**src/rtl/booth_pkg.sv**
```systemverilog
package booth_pkg;

  // One recoded radix-4 digit: magnitude select plus sign
  typedef struct packed {
    logic neg;    // digit is negative: invert row, add 1 at its LSB
    logic dbl;    // magnitude two: multiplicand shifted left once
    logic nz;     // digit is nonzero
  } digit_t;

  // Strobes from control to datapath
  typedef struct packed {
    logic capture;  // load the product register
  } strobe_t;

endpackage

```
**src/rtl/booth_recoder.sv**
```systemverilog
module booth_recoder
  import booth_pkg::*;
(
  input  logic [2:0] window,   // {y[2i+1], y[2i], y[2i-1]}
  output digit_t     digit
);

  always_comb begin
    case (window)
      3'b000:  digit = '{neg: 1'b0, dbl: 1'b0, nz: 1'b0};  //  0
      3'b001:  digit = '{neg: 1'b0, dbl: 1'b0, nz: 1'b1};  // +1
      3'b010:  digit = '{neg: 1'b0, dbl: 1'b0, nz: 1'b1};  // +1
      3'b011:  digit = '{neg: 1'b0, dbl: 1'b1, nz: 1'b1};  // +2
      3'b100:  digit = '{neg: 1'b1, dbl: 1'b1, nz: 1'b1};  // -2
      3'b101:  digit = '{neg: 1'b1, dbl: 1'b0, nz: 1'b1};  // -1
      3'b110:  digit = '{neg: 1'b1, dbl: 1'b0, nz: 1'b1};  // -1
      default: digit = '{neg: 1'b0, dbl: 1'b0, nz: 1'b0};  //  0
    endcase
  end

endmodule

```
**src/rtl/booth_ctrl.sv**
```systemverilog
module booth_ctrl
  import booth_pkg::*;
#(
  parameter bit OUT_REG = 1'b1
) (
  input  logic    clk,
  input  logic    rstN,
  input  logic    validIn,
  output strobe_t strobe,
  output logic    validOut
);

  assign strobe.capture = validIn;

  if (OUT_REG) begin : g_regValid
    always_ff @(posedge clk or negedge rstN) begin
      if (!rstN) validOut <= 1'b0;
      else       validOut <= validIn;
    end
  end else begin : g_combValid
    assign validOut = validIn;
  end

endmodule

```
**src/rtl/booth_datapath.sv**
```systemverilog
module booth_datapath
  import booth_pkg::*;
#(
  parameter int WIDTH   = 16,
  parameter bit OUT_REG = 1'b1
) (
  input  logic               clk,
  input  logic               rstN,
  input  strobe_t            strobe,
  input  logic [WIDTH-1:0]   multiplicand,
  input  logic [WIDTH-1:0]   multiplier,
  output logic [2*WIDTH-1:0] product
);

  localparam int DIGITS = WIDTH / 2;
  localparam int PW     = 2 * WIDTH;

  // Replaces all sign extension: 1 at the first row's top bit (WIDTH),
  // and 1 just above the top bit of every row (WIDTH+1+2i).
  function automatic logic [PW-1:0] signConst();
    logic [PW-1:0] v;
    v = '0;
    v[WIDTH] = 1'b1;
    for (int i = 0; i < DIGITS; i++) v[WIDTH + 1 + 2*i] = 1'b1;
    return v;
  endfunction

  localparam logic [PW-1:0] SIGN_CONST = signConst();

  logic [WIDTH:0]   yExt;
  logic [WIDTH:0]   mcandExt;
  logic [WIDTH:0]   mcandDbl;
  digit_t           dig     [DIGITS];
  logic [WIDTH:0]   ppRow   [DIGITS];
  logic [PW-1:0]    rowVec  [DIGITS];
  logic [PW-1:0]    partial [DIGITS+1];
  logic [PW-1:0]    negCorr;
  logic [PW-1:0]    sumAll;

  assign yExt     = {multiplier, 1'b0};
  assign mcandExt = {multiplicand[WIDTH-1], multiplicand};
  assign mcandDbl = {multiplicand, 1'b0};

  for (genvar i = 0; i < DIGITS; i++) begin : g_row
    logic [WIDTH:0] mag;

    booth_recoder u_rec (
      .window (yExt[2*i+2 -: 3]),
      .digit  (dig[i])
    );

    always_comb begin
      if (!dig[i].nz)      mag = '0;
      else if (dig[i].dbl) mag = mcandDbl;
      else                 mag = mcandExt;
      ppRow[i] = dig[i].neg ? ~mag : mag;
    end

    // Sign bit inverted, no extension, aligned 2i to the left
    assign rowVec[i] = {{(PW-WIDTH-1){1'b0}}, ~ppRow[i][WIDTH], ppRow[i][WIDTH-1:0]} << (2*i);
  end

  always_comb begin
    negCorr = '0;
    for (int i = 0; i < DIGITS; i++) negCorr[2*i] = dig[i].neg;
  end

  // Plain adder chain, modulo 2^PW
  assign partial[0] = SIGN_CONST + negCorr;
  for (genvar i = 0; i < DIGITS; i++) begin : g_sum
    assign partial[i+1] = partial[i] + rowVec[i];
  end
  assign sumAll = partial[DIGITS];

  if (OUT_REG) begin : g_regOut
    always_ff @(posedge clk or negedge rstN) begin
      if (!rstN)               product <= '0;
      else if (strobe.capture) product <= sumAll;
    end
  end else begin : g_combOut
    assign product = sumAll;
  end

endmodule

```
**src/rtl/booth_mult.sv**
```systemverilog
module booth_mult
  import booth_pkg::*;
#(
  parameter int WIDTH   = 16,
  parameter bit OUT_REG = 1'b1
) (
  input  logic               clk,
  input  logic               rstN,
  input  logic               validIn,
  input  logic [WIDTH-1:0]   multiplicand,
  input  logic [WIDTH-1:0]   multiplier,
  output logic [2*WIDTH-1:0] product,
  output logic               validOut
);

  if (WIDTH % 2 != 0 || WIDTH < 2) begin : g_badWidth
    $error("booth_mult: WIDTH must be even and at least 2");
  end

  strobe_t strobe;

  booth_ctrl #(.OUT_REG(OUT_REG)) u_ctrl (
    .clk      (clk),
    .rstN     (rstN),
    .validIn  (validIn),
    .strobe   (strobe),
    .validOut (validOut)
  );

  booth_datapath #(.WIDTH(WIDTH), .OUT_REG(OUT_REG)) u_dp (
    .clk          (clk),
    .rstN         (rstN),
    .strobe       (strobe),
    .multiplicand (multiplicand),
    .multiplier   (multiplier),
    .product      (product)
  );

endmodule

```
**config.mk**
```make
export PLATFORM = sky130hd
export DESIGN_NAME = booth_mult
export DESIGN_NICKNAME = d
export VERILOG_FILES = /design/src/rtl/booth_pkg.sv /design/src/rtl/booth_recoder.sv /design/src/rtl/booth_ctrl.sv /design/src/rtl/booth_datapath.sv /design/src/rtl/booth_mult.sv
export SDC_FILE = /design/constraint.sdc
export NUM_CORES = 1
export LEC_CHECK = 0
export BUFFER_PORTS_ARGS = -buffer_cell sky130_fd_sc_hd__buf_4
export CAP_MARGIN = 40
export CORE_ASPECT_RATIO = 0.9
export CORE_UTILIZATION = 40
export DETAILED_ROUTE_END_ITERATION = 10
export GPL_TIMING_DRIVEN = 0
export PLACE_DENSITY = 0.66
export SLEW_MARGIN = 20
export SYNTH_ARGS = -nofsm -noshare
export SYNTH_HDL_FRONTEND = slang
export SYNTH_SLANG_ARGS = --single-unit
export TNS_END_PERCENT = 5
```
**constraint.sdc**
```tcl
create_clock -name clk -period 1.6 [get_ports clk]
set_input_delay 0.08 -clock clk [delete_from_list [all_inputs] [get_ports clk]]
set_output_delay 0.08 -clock clk [all_outputs]
set_load 0.01 [all_outputs]
```
# Word-level counts from Yosys, hierarchy flattened
# Cells that the tools add are included.
# totals
input_bits	35
out_inout_bits	33
reg_bits	33
# classes
reduce_logical	14
mux	32
n_eq_ne	45
bitwise_logic	16
n_addsub	9
# op_table
op	n
$mux W17	16
$not A17 Y17	8
$mux W16	8
$pmux W3 S4	7
$eq A3 B3 Y1 const B	21
$eq A3 B2 Y1 const B	14
$add A32 B15 Y32 const A	1
$add A32 B17 Y32	1
$add A32 B19 Y32	1
$add A32 B21 Y32	1
$add A32 B23 Y32	1
$add A32 B25 Y32	1
$add A32 B27 Y32	1
$add A32 B29 Y32	1
$add A32 B31 Y32	1
$reduce_or A2 Y1	14
$eq A3 B1 Y1 const B	7
$pmux W3 S3	1
$not A1 Y1	8
$eq A2 B2 Y1 const B	2
$eq A2 B1 Y1 const B	1

# Logic depth before layout (Yosys ltp)
# Gate-level depths: netlist (run 1).
# depth
ltp_word	15
mapped_depth	23
ltp_nobuf	20

# Cells and area by module
# From an unflattened synthesis (run 1), not the netlist that was laid out.
# hier_totals
hier_cells	1042
area_unflattened_um2	9026.2
# by_module_without_submodules
mod	cells_per_inst	area_per_inst_um2	instances	seq_area_each_um2
booth_datapath	984	8663.3	1	800.8
booth_recoder	7	41.3	8	0.0
booth_ctrl	2	32.5	1	25.0

# Worst setup path after synthesis (run 1)
# Ideal clock, no wire load.
# synth_timing
path_type	in2reg
startpoint	in multiplier[7]
endpoint	reg u_dp.product[28]
t_arrival_ps	4987
stages	20
slack_ps	-3491
t_required_ps	1496
cell_sequence	clkbuf_1 > buf_2 > buf_1 > xor2_1 > a22oi_1 > o21ai_0 > fa_1 > inv_1 > fa_1 > fa_1 > fa_1 > inv_1 > ha_1 > a21oi_1 > o21ai_0 > a31oi_1 > a2bb2oi_1 > o21ai_1 > or3_1 > o311ai_1
# synth_via
elab_chain_cells	12
elab_cells_between_ends	37
classes_between	add/sub (9); eq/ne (12); mux (8); bitwise (4); reduce/logical (4)
# synth_lines
item	line	source
from (decl)	booth_mult.sv:11	input logic [WIDTH-1:0] multiplier,
$eq A3 B3 Y1, or another cell as far along	booth_recoder.sv:9	case (window)
$reduce_or A2 Y1 (no line)	-	
$pmux W3 S4	booth_recoder.sv:9	
$add A32 B15 Y32, or another cell as far along	booth_datapath.sv:69	assign partial[0] = SIGN_CONST + negCorr;
$add A32 B17 Y32, or another cell as far along	booth_datapath.sv:71	assign partial[i+1] = partial[i] + rowVec[i];
$add A32 B19 Y32, or another cell as far along	booth_datapath.sv:71	
$add A32 B21 Y32, or another cell as far along	booth_datapath.sv:71	
$add A32 B23 Y32	booth_datapath.sv:71	
$add A32 B25 Y32 (*)	booth_datapath.sv:71	
$add A32 B27 Y32 (*)	booth_datapath.sv:71	
$add A32 B29 Y32 (*)	booth_datapath.sv:71	
$add A32 B31 Y32 (*)	booth_datapath.sv:71	
to (signal assigned)	booth_datapath.sv:78	else if (strobe.capture) product <= sumAll;
to (decl)	booth_datapath.sv:12	output logic [2*WIDTH-1:0] product
# Every way passes the cells marked *; elsewhere a longest branch is shown, timed or not.
# A chain may end at the register's enable or synchronous reset.

# Final worst setup path (run 1)
# layout_timing
startpoint	in multiplier[6]
endpoint	reg u_dp.product[27]
# layout_via
elab_chain_cells	12
elab_cells_between_ends	23
classes_between	add/sub (9); eq/ne (6); mux (4); bitwise (2); reduce/logical (2)
# layout_lines
item	line
$eq A3 B3 Y1, or another cell as far along	booth_recoder.sv:9
$reduce_or A2 Y1 (no line)	-
$pmux W3 S4 (*)	booth_recoder.sv:9
$add A32 B15 Y32, or another cell as far along	booth_datapath.sv:69
$add A32 B17 Y32, or another cell as far along	booth_datapath.sv:71
$add A32 B19 Y32, or another cell as far along	booth_datapath.sv:71
$add A32 B21 Y32, or another cell as far along	booth_datapath.sv:71
$add A32 B23 Y32 (*)	booth_datapath.sv:71
$add A32 B25 Y32 (*)	booth_datapath.sv:71
$add A32 B27 Y32 (*)	booth_datapath.sv:71
$add A32 B29 Y32 (*)	booth_datapath.sv:71
$add A32 B31 Y32 (*)	booth_datapath.sv:71
# Marks and branches as above.

==> results of run 1 <==
## sequential cells by signal, indices dropped and copies added, names as in the netlist
| register | flops |
|---|---|
| u_dp.product | 32 |
| u_ctrl.validOut | 1 |
## per-layer routing
metal	share of wire, %	routed length (um)
met4	3.8	1200
met3	8.4	2660
met1	44	13800
met5	0	0
met2	44	14000
## synth_stat cells, types with 8 or more instances
cell type	instances	area, um2
inv_1	98	368
xor2_1	94	823
nor2_1	87	327
clkbuf_1	86	323
o21ai_0	84	420
ha_1	83	1040
fa_1	79	1580
nand2_1	78	293
a21oi_1	54	270
a22oi_1	51	383
xnor2_1	47	412
dfrtp_1	33	826
a221oi_1	29	254
mux2_2	20	225
nand3_1	19	95.1
buf_1	18	67.6
nand2b_1	14	87.6
a211oi_1	12	90.1
o221ai_1	11	96.3
a21o_1	9	67.6
mux2i_1	9	90.1
buf_2	8	40.0
## report_power, final
group          switching, W  leakage, nW  internal (W)
clock network      0.000414       0.0831      0.000778
logic                0.0146         4.51        0.0120
registers          0.000209        0.383       0.00135
## layout make-up
cell class | count | area share [%]
multi-input combinational | 869 | 71.9
timing repair buffer | 63 | 4.29
tap | 291 | 3.16
clock buffer | 6 | 1.20
inverter | 98 | 3.19
clock inverter | 2 | 0.326
buffer | 110 | 8.72
sequential | 33 | 7.16
## metrics by stage
| stage | hold WS [ns] | util [%] | cell area [um2] | setup TNS (ns) | setup slack (ns) |
|---|---|---|---|---|---|
| detailed placement | 0.0483 | 47.0 | 10200 | -97.45 | -4.07 |
| global route | 0.292 | 53.0 | 11500 | -74.36 | -3.22 |
| global placement | 0.0481 | 47.0 | 10200 | -97.35 | -4.13 |
| CTS | 0.209 | 50.9 | 11100 | -70.47 | -3.12 |
| floorplan | -0.216 | - | 9530 | -71.15 | -2.98 |
| finish | 0.204 | 53.0 | 11500 | -70.73 | -3.14 |
## cells by family after synthesis
kind of cell	count (synthesis)	share of synthesized area [%]
AOI/OAI and AO/OA	293	22.0
xor gates and xnor gates	141	13.9
adders and majority gates	162	29.4
buffers and inverters	212	9.10
DFF	33	9.27
muxes	29	3.54
and+or+nand+nor	244	12.8
## what timing repair did
action | in CTS | in global routing
pin swaps | 25 | 37
hold buffers | 2 | 0
hold endpoints to repair | 34 | 0
buffers inserted | 4 | 12
setup endpoints to repair | 32 | 30
resized for setup | 168 | 119
## cells in the final DEF (no fill, tap or decap), types with 10 or more instances in the layout
| master | n |
|---|---|
| clkbuf_2 | 21 |
| dfrtp_1 | 33 |
| buf_2 | 12 |
| clkbuf_16 | 10 |
| nand3_1 | 18 |
| nand2b_1 | 14 |
| a22oi_1 | 42 |
| ha_4 | 17 |
| fa_2 | 13 |
| o21ai_2 | 24 |
| clkbuf_8 | 14 |
| ha_1 | 63 |
| clkbuf_4 | 17 |
| buf_4 | 70 |
| xnor2_1 | 45 |
| a221oi_1 | 13 |
| o21ai_0 | 45 |
| mux2_2 | 20 |
| xor2_1 | 88 |
| nor2_1 | 73 |
| nand2_1 | 71 |
| o21ai_1 | 15 |
| a21oi_1 | 40 |
| buf_6 | 14 |
| fa_1 | 66 |
| inv_1 | 94 |
## worst max-delay path, cell delays in order
cell,delay [ns]
buf_4,0.15
or3b_4,0.43
buf_6,0.15
nor2_1,0.11
a221oi_2,0.06
fa_2,0.63
inv_1,0.08
fa_2,0.39
fa_1,0.53
fa_1,0.42
ha_1,0.29
clkbuf_8,0.17
or3_1,0.34
o211ai_1,0.24
a2111oi_4,0.18
nor3_2,0.27
xnor2_1,0.12
mux2_2,0.28
## worst max-delay path by stage
stage,startpoint,to
2_1_floorplan,multiplier[9],u_dp.product[27]$_DFFE_PN0P_
3_3_place_gp,multiplicand[15],u_dp.product[27]$_DFFE_PN0P_
3_5_place_dp,multiplicand[15],u_dp.product[27]$_DFFE_PN0P_
4_1_cts,multiplier[6],u_dp.product[27]$_DFFE_PN0P_
5_1_grt,multiplicand[14],u_dp.product[27]$_DFFE_PN0P_
6_report,multiplier[6],u_dp.product[27]$_DFFE_PN0P_
==> impl_metrics.ini, run 1 <==
[pwr]
vdd_ir_drop_max_mv = 2.22
power_density_nw_per_um2 = 2540
leakagePower_nw = 4.98
power_w = 0.0293

[floorplanning]
io_pins = 68
die_area_um2 = 22900
num_rows = 51
dieWidth_um = 159
initial_utilization_pct = 40.9
die_h_um = 144
core_um2 = 21800

[cells_and_area]
fillers = 2039
regArea_um2 = 826
drive_above_1_share_pct = 29.6
area_growth_pct = 29.4
stdcell_count = 1472
num_antenna_cells = 0
multiInputGateArea_um2 = 8290
layout.nets = 1377

[placed_design]
gp_congestion = 0.972
portBuffers = 45
hpwlAfterDp_um = 24900
dp.cells = 1450

[cts]
htreeDepth = 2
clk_pin_slew_ns = 0.06
root_buffer = clkbuf_16
clk_latency_ns = 0.29
cts_buffer_depth = 2
cts_tree = done
numClockSinks = 33
cts_made_buffers = 5

[synthesis]
async_reset_ff_share_pct = 100
synth_edf_count = 0
ys_types = 60
synth-warning-count = 0
synth_area_um2 = 8910
ys_seq_area_share_pct = 9.27
syn_avg_cell_area_um2 = 8.00
syn_inst = 1114
synthesis.nets = 1311
synth_top_flop_cell = dfrtp_1
synth.ff_latch_count = 33

[global_routing]
grtUsageMet2_pct = 44.1
grt-busiest-layer = met2
gr-total-overflow = 0
grtUsageTotal_pct = 28.1
grt_pass1_wl_um = 49200
use_met3_pct = 5.22
antenna_found_initial = 0
grt_max_degree = 34
grt_pass1_vias = 8300
grt_use_met1_pct = 38.5

[sta]
finalHoldViolCount = 0
period_needed_ns = 4.74
worst_pin_slew_ns = 0.771
worst_slack_ns = -3.14
period_share_pct = 296
setup_viol = 29
max_freq_mhz = 211
rsz0062_at_grt = yes
slew_headroom_pct = 48.6
slew_violations = 0
skew_ns = 0

[min_path]
min_path_type = in -> reg
min_from = validIn
min_to = u_dp.product[25]$_DFFE_PN0P_
hold_path_depth = 4

[route]
num_vias = 8681
ant_nets = 0
vias_per_cell = 5.90
drt_drc_violations_left = 0
drt-total-wl_um = 31600
drt_pass1_iterations = 6
drt_iter0_markers = 759
post_drt_wl_per_cell_um = 21.5

[worst_setup_path]
worstPathRequired_ns = 1.78
ff2ff_path_depth = 3
r2r_slack_ns = 0.64
cp.arrival_ns = 4.92
start_kind = primary input
path_max_fanout = 7
critical_path_class = in -> reg
r2r_end = u_dp.product[18]$_DFFE_PN0P_
cp-end-kind = flip-flop
r2r-start = u_dp.product[18]$_DFFE_PN0P_

[status]
outcome = finished with violations
violations = setup timing

[run]
maxCapViolations = 0
Power figures use the tool's default switching activity.
==> run 2: changes to the inputs <==
--- a/config.mk
+++ b/config.mk
@@ -12,6 +12,7 @@
 export DETAILED_ROUTE_END_ITERATION = 10
 export GPL_TIMING_DRIVEN = 0
 export PLACE_DENSITY = 0.66
+export SKIP_CTS_REPAIR_TIMING = 1
 export SLEW_MARGIN = 20
 export SYNTH_ARGS = -nofsm -noshare
 export SYNTH_HDL_FRONTEND = slang
==> run 2 against run 1 <==
  * The run still ends with setup timing left
  * Register-to-register slack barely moved
  * Combinational power fell by 4%
  * Global-route usage fell by 0.80 points
  * Non-clock buffer count rose by 2
  * Fmax rose by 1.3%
  * Clock skew did not move
  * Cell area fell by 1.4%
  * Critical path type unchanged
==> impl_metrics.ini, run 2 (synthesis results as in run 1) <==
[status]
outcome = finished with violations
violations = setup timing

[worst_setup_path]
critical_path_class = in -> reg
r2r_slack_ns = 0.64
r2r_end = u_dp.product[18]$_DFFE_PN0P_
path_max_fanout = 7
r2r-start = u_dp.product[18]$_DFFE_PN0P_
worstPathRequired_ns = 1.78
cp-end-kind = flip-flop
cp.arrival_ns = 4.86
worstSetupStartpoint = multiplier[5]
crit_path_end = u_dp.product[27]$_DFFE_PN0P_
start_kind = primary input
ff2ff_path_depth = 3

[pwr]
leakagePower_nw = 5.00
power_density_nw_per_um2 = 2490
vdd_ir_drop_max_mv = 2.18

[route]
num_vias = 8564
drt_pass1_iterations = 5
drt_drc_violations_left = 0
drt_iter0_markers = 809
ant_nets = 0
drt-total-wl_um = 31400
post_drt_wl_per_cell_um = 21.3
vias_per_cell = 5.81

[cells_and_area]
layout.nets = 1379
drive_above_1_share_pct = 28.8
top_register = u_dp.product
stdcell_count = 1474
num_antenna_cells = 0
final_cell_mix = inv_1 (92), xor2_1 (88), ha_1 (74)
top_regs = u_dp.product (32), u_ctrl.validOut (1)
fillers = 2076
area_growth_pct = 27.5
largest_reg_flops = 32
final_common_cell = inv_1

[placed_design]
gp_congestion = 0.972
portBuffers = 45
preCtsSetupSlack_ns = -4.07
hpwlAfterDp_um = 24900
dp.cells = 1450

[cts]
numClockSinks = 33
clk_latency_ns = 0.29
root_buffer = clkbuf_16
cts_made_buffers = 5
cts_tree = done
clk_pin_slew_ns = 0.06
cts_buffer_depth = 2
htreeDepth = 2

[floorplanning]
initial_utilization_pct = 40.9
die_h_um = 144
core_um2 = 21800
die_area_um2 = 22900
io_pins = 68
num_rows = 51
dieWidth_um = 159

[min_path]
min_path_type = in -> reg
min_from = validIn

[sta]
setup_viol = 29
hold_ws_ns = 0.208
slew_headroom_pct = 45.8
worst_pin_slew_ns = 0.813
rsz0062_at_grt = yes
finalHoldViolCount = 0
worst_slack_ns = -3.08
period_needed_ns = 4.68
skew_ns = 0
period_share_pct = 293
slew_violations = 0
max_freq_mhz = 214

[global_routing]
gr-total-overflow = 0
grt_max_degree = 34
grtUsageTotal_pct = 27.3
grt_pass1_vias = 8032
antenna_found_initial = 0
grt_pass1_wl_um = 47600

[run]
maxCapViolations = 0
[run 2: cell count changes in the layout (fill, tap and decap cells not counted), moves of 3 or more]
cell | before | now
ha_1 | 63 | 74
ha_4 | 17 | 8
buf_6 | 14 | 21
clkbuf_8 | 14 | 10
nand2_1 | 71 | 67
nand2_2 | 6 | 10
clkbuf_2 | 21 | 24
o21ai_4 | 3 | 0
[run 2: how the worst min path moves through the flow]
| stage | to | cells after the start |
|---|---|---|
| 6_report | u_dp.product[25]$_DFFE_PN0P_ | 4 |
| 5_1_grt | u_dp.product[28]$_DFFE_PN0P_ | 4 |
| 4_1_cts | u_dp.product[30]$_DFFE_PN0P_ | 1 |
| 3_5_place_dp | u_dp.product[30]$_DFFE_PN0P_ | 1 |
| 3_3_place_gp | u_dp.product[30]$_DFFE_PN0P_ | 1 |
| 2_1_floorplan | u_ctrl.validOut$_DFF_PN0_ | 0 |
[run 2: final cells by class]
type                       instances  area, um2  area share (%)
multi-input combinational        869       8130            71.6
timing repair buffer              66        552            4.86
clock buffer                       6        139            1.22
sequential                        33        826            7.27
inverter                          98        368            3.24
buffer                           109        942            8.29
tap                              291        364            3.20
clock inverter                     2       37.5           0.330
[run 2: per-stage QoR]
step | setup TNS [ns] | instance area (um2) | util [%] | power [W]
after global placement | -97.35 | 10200 | 47.0 | 0.0244
after global routing | -75.27 | 11400 | 52.2 | 0.0312
after detailed placement | -97.45 | 10200 | 47.0 | 0.0246
after floorplan | -71.15 | 9530 | - | 0.0196
after CTS | -88.23 | 10400 | 47.8 | 0.0260
final | -71.73 | 11400 | 52.2 | 0.0283
[run 2: worst max-delay path, stage by stage]
cell       delay (ns)
clkbuf_16        0.14
or3b_4           0.45
buf_12           0.17
nor2_4           0.12
a221oi_4         0.05
fa_2             0.52
fa_1             0.59
fa_1             0.46
fa_1             0.54
inv_2            0.05
ha_4             0.28
o21ai_2          0.06
o21ai_1          0.14
o211ai_1         0.20
a2111oi_4        0.49
nor3_4           0.08
xnor2_2          0.16
mux2_4           0.27
[run 2: routing by layer]
metal | part of all wire [%] | GRT usage (%) | vias up
met4 | 3.4 | 9.92 | 0
met5 | 0 | 0 | -
met2 | 44 | 42.3 | 370
met3 | 8.2 | 5.05 | 57
li1 | - | - | 3955
met1 | 44 | 37.9 | 4182
[run 2: power by group]
part	switching, W	internal (W)
combinational	0.0141	0.0114
sequential	0.000209	0.00135
clock	0.000414	0.000778
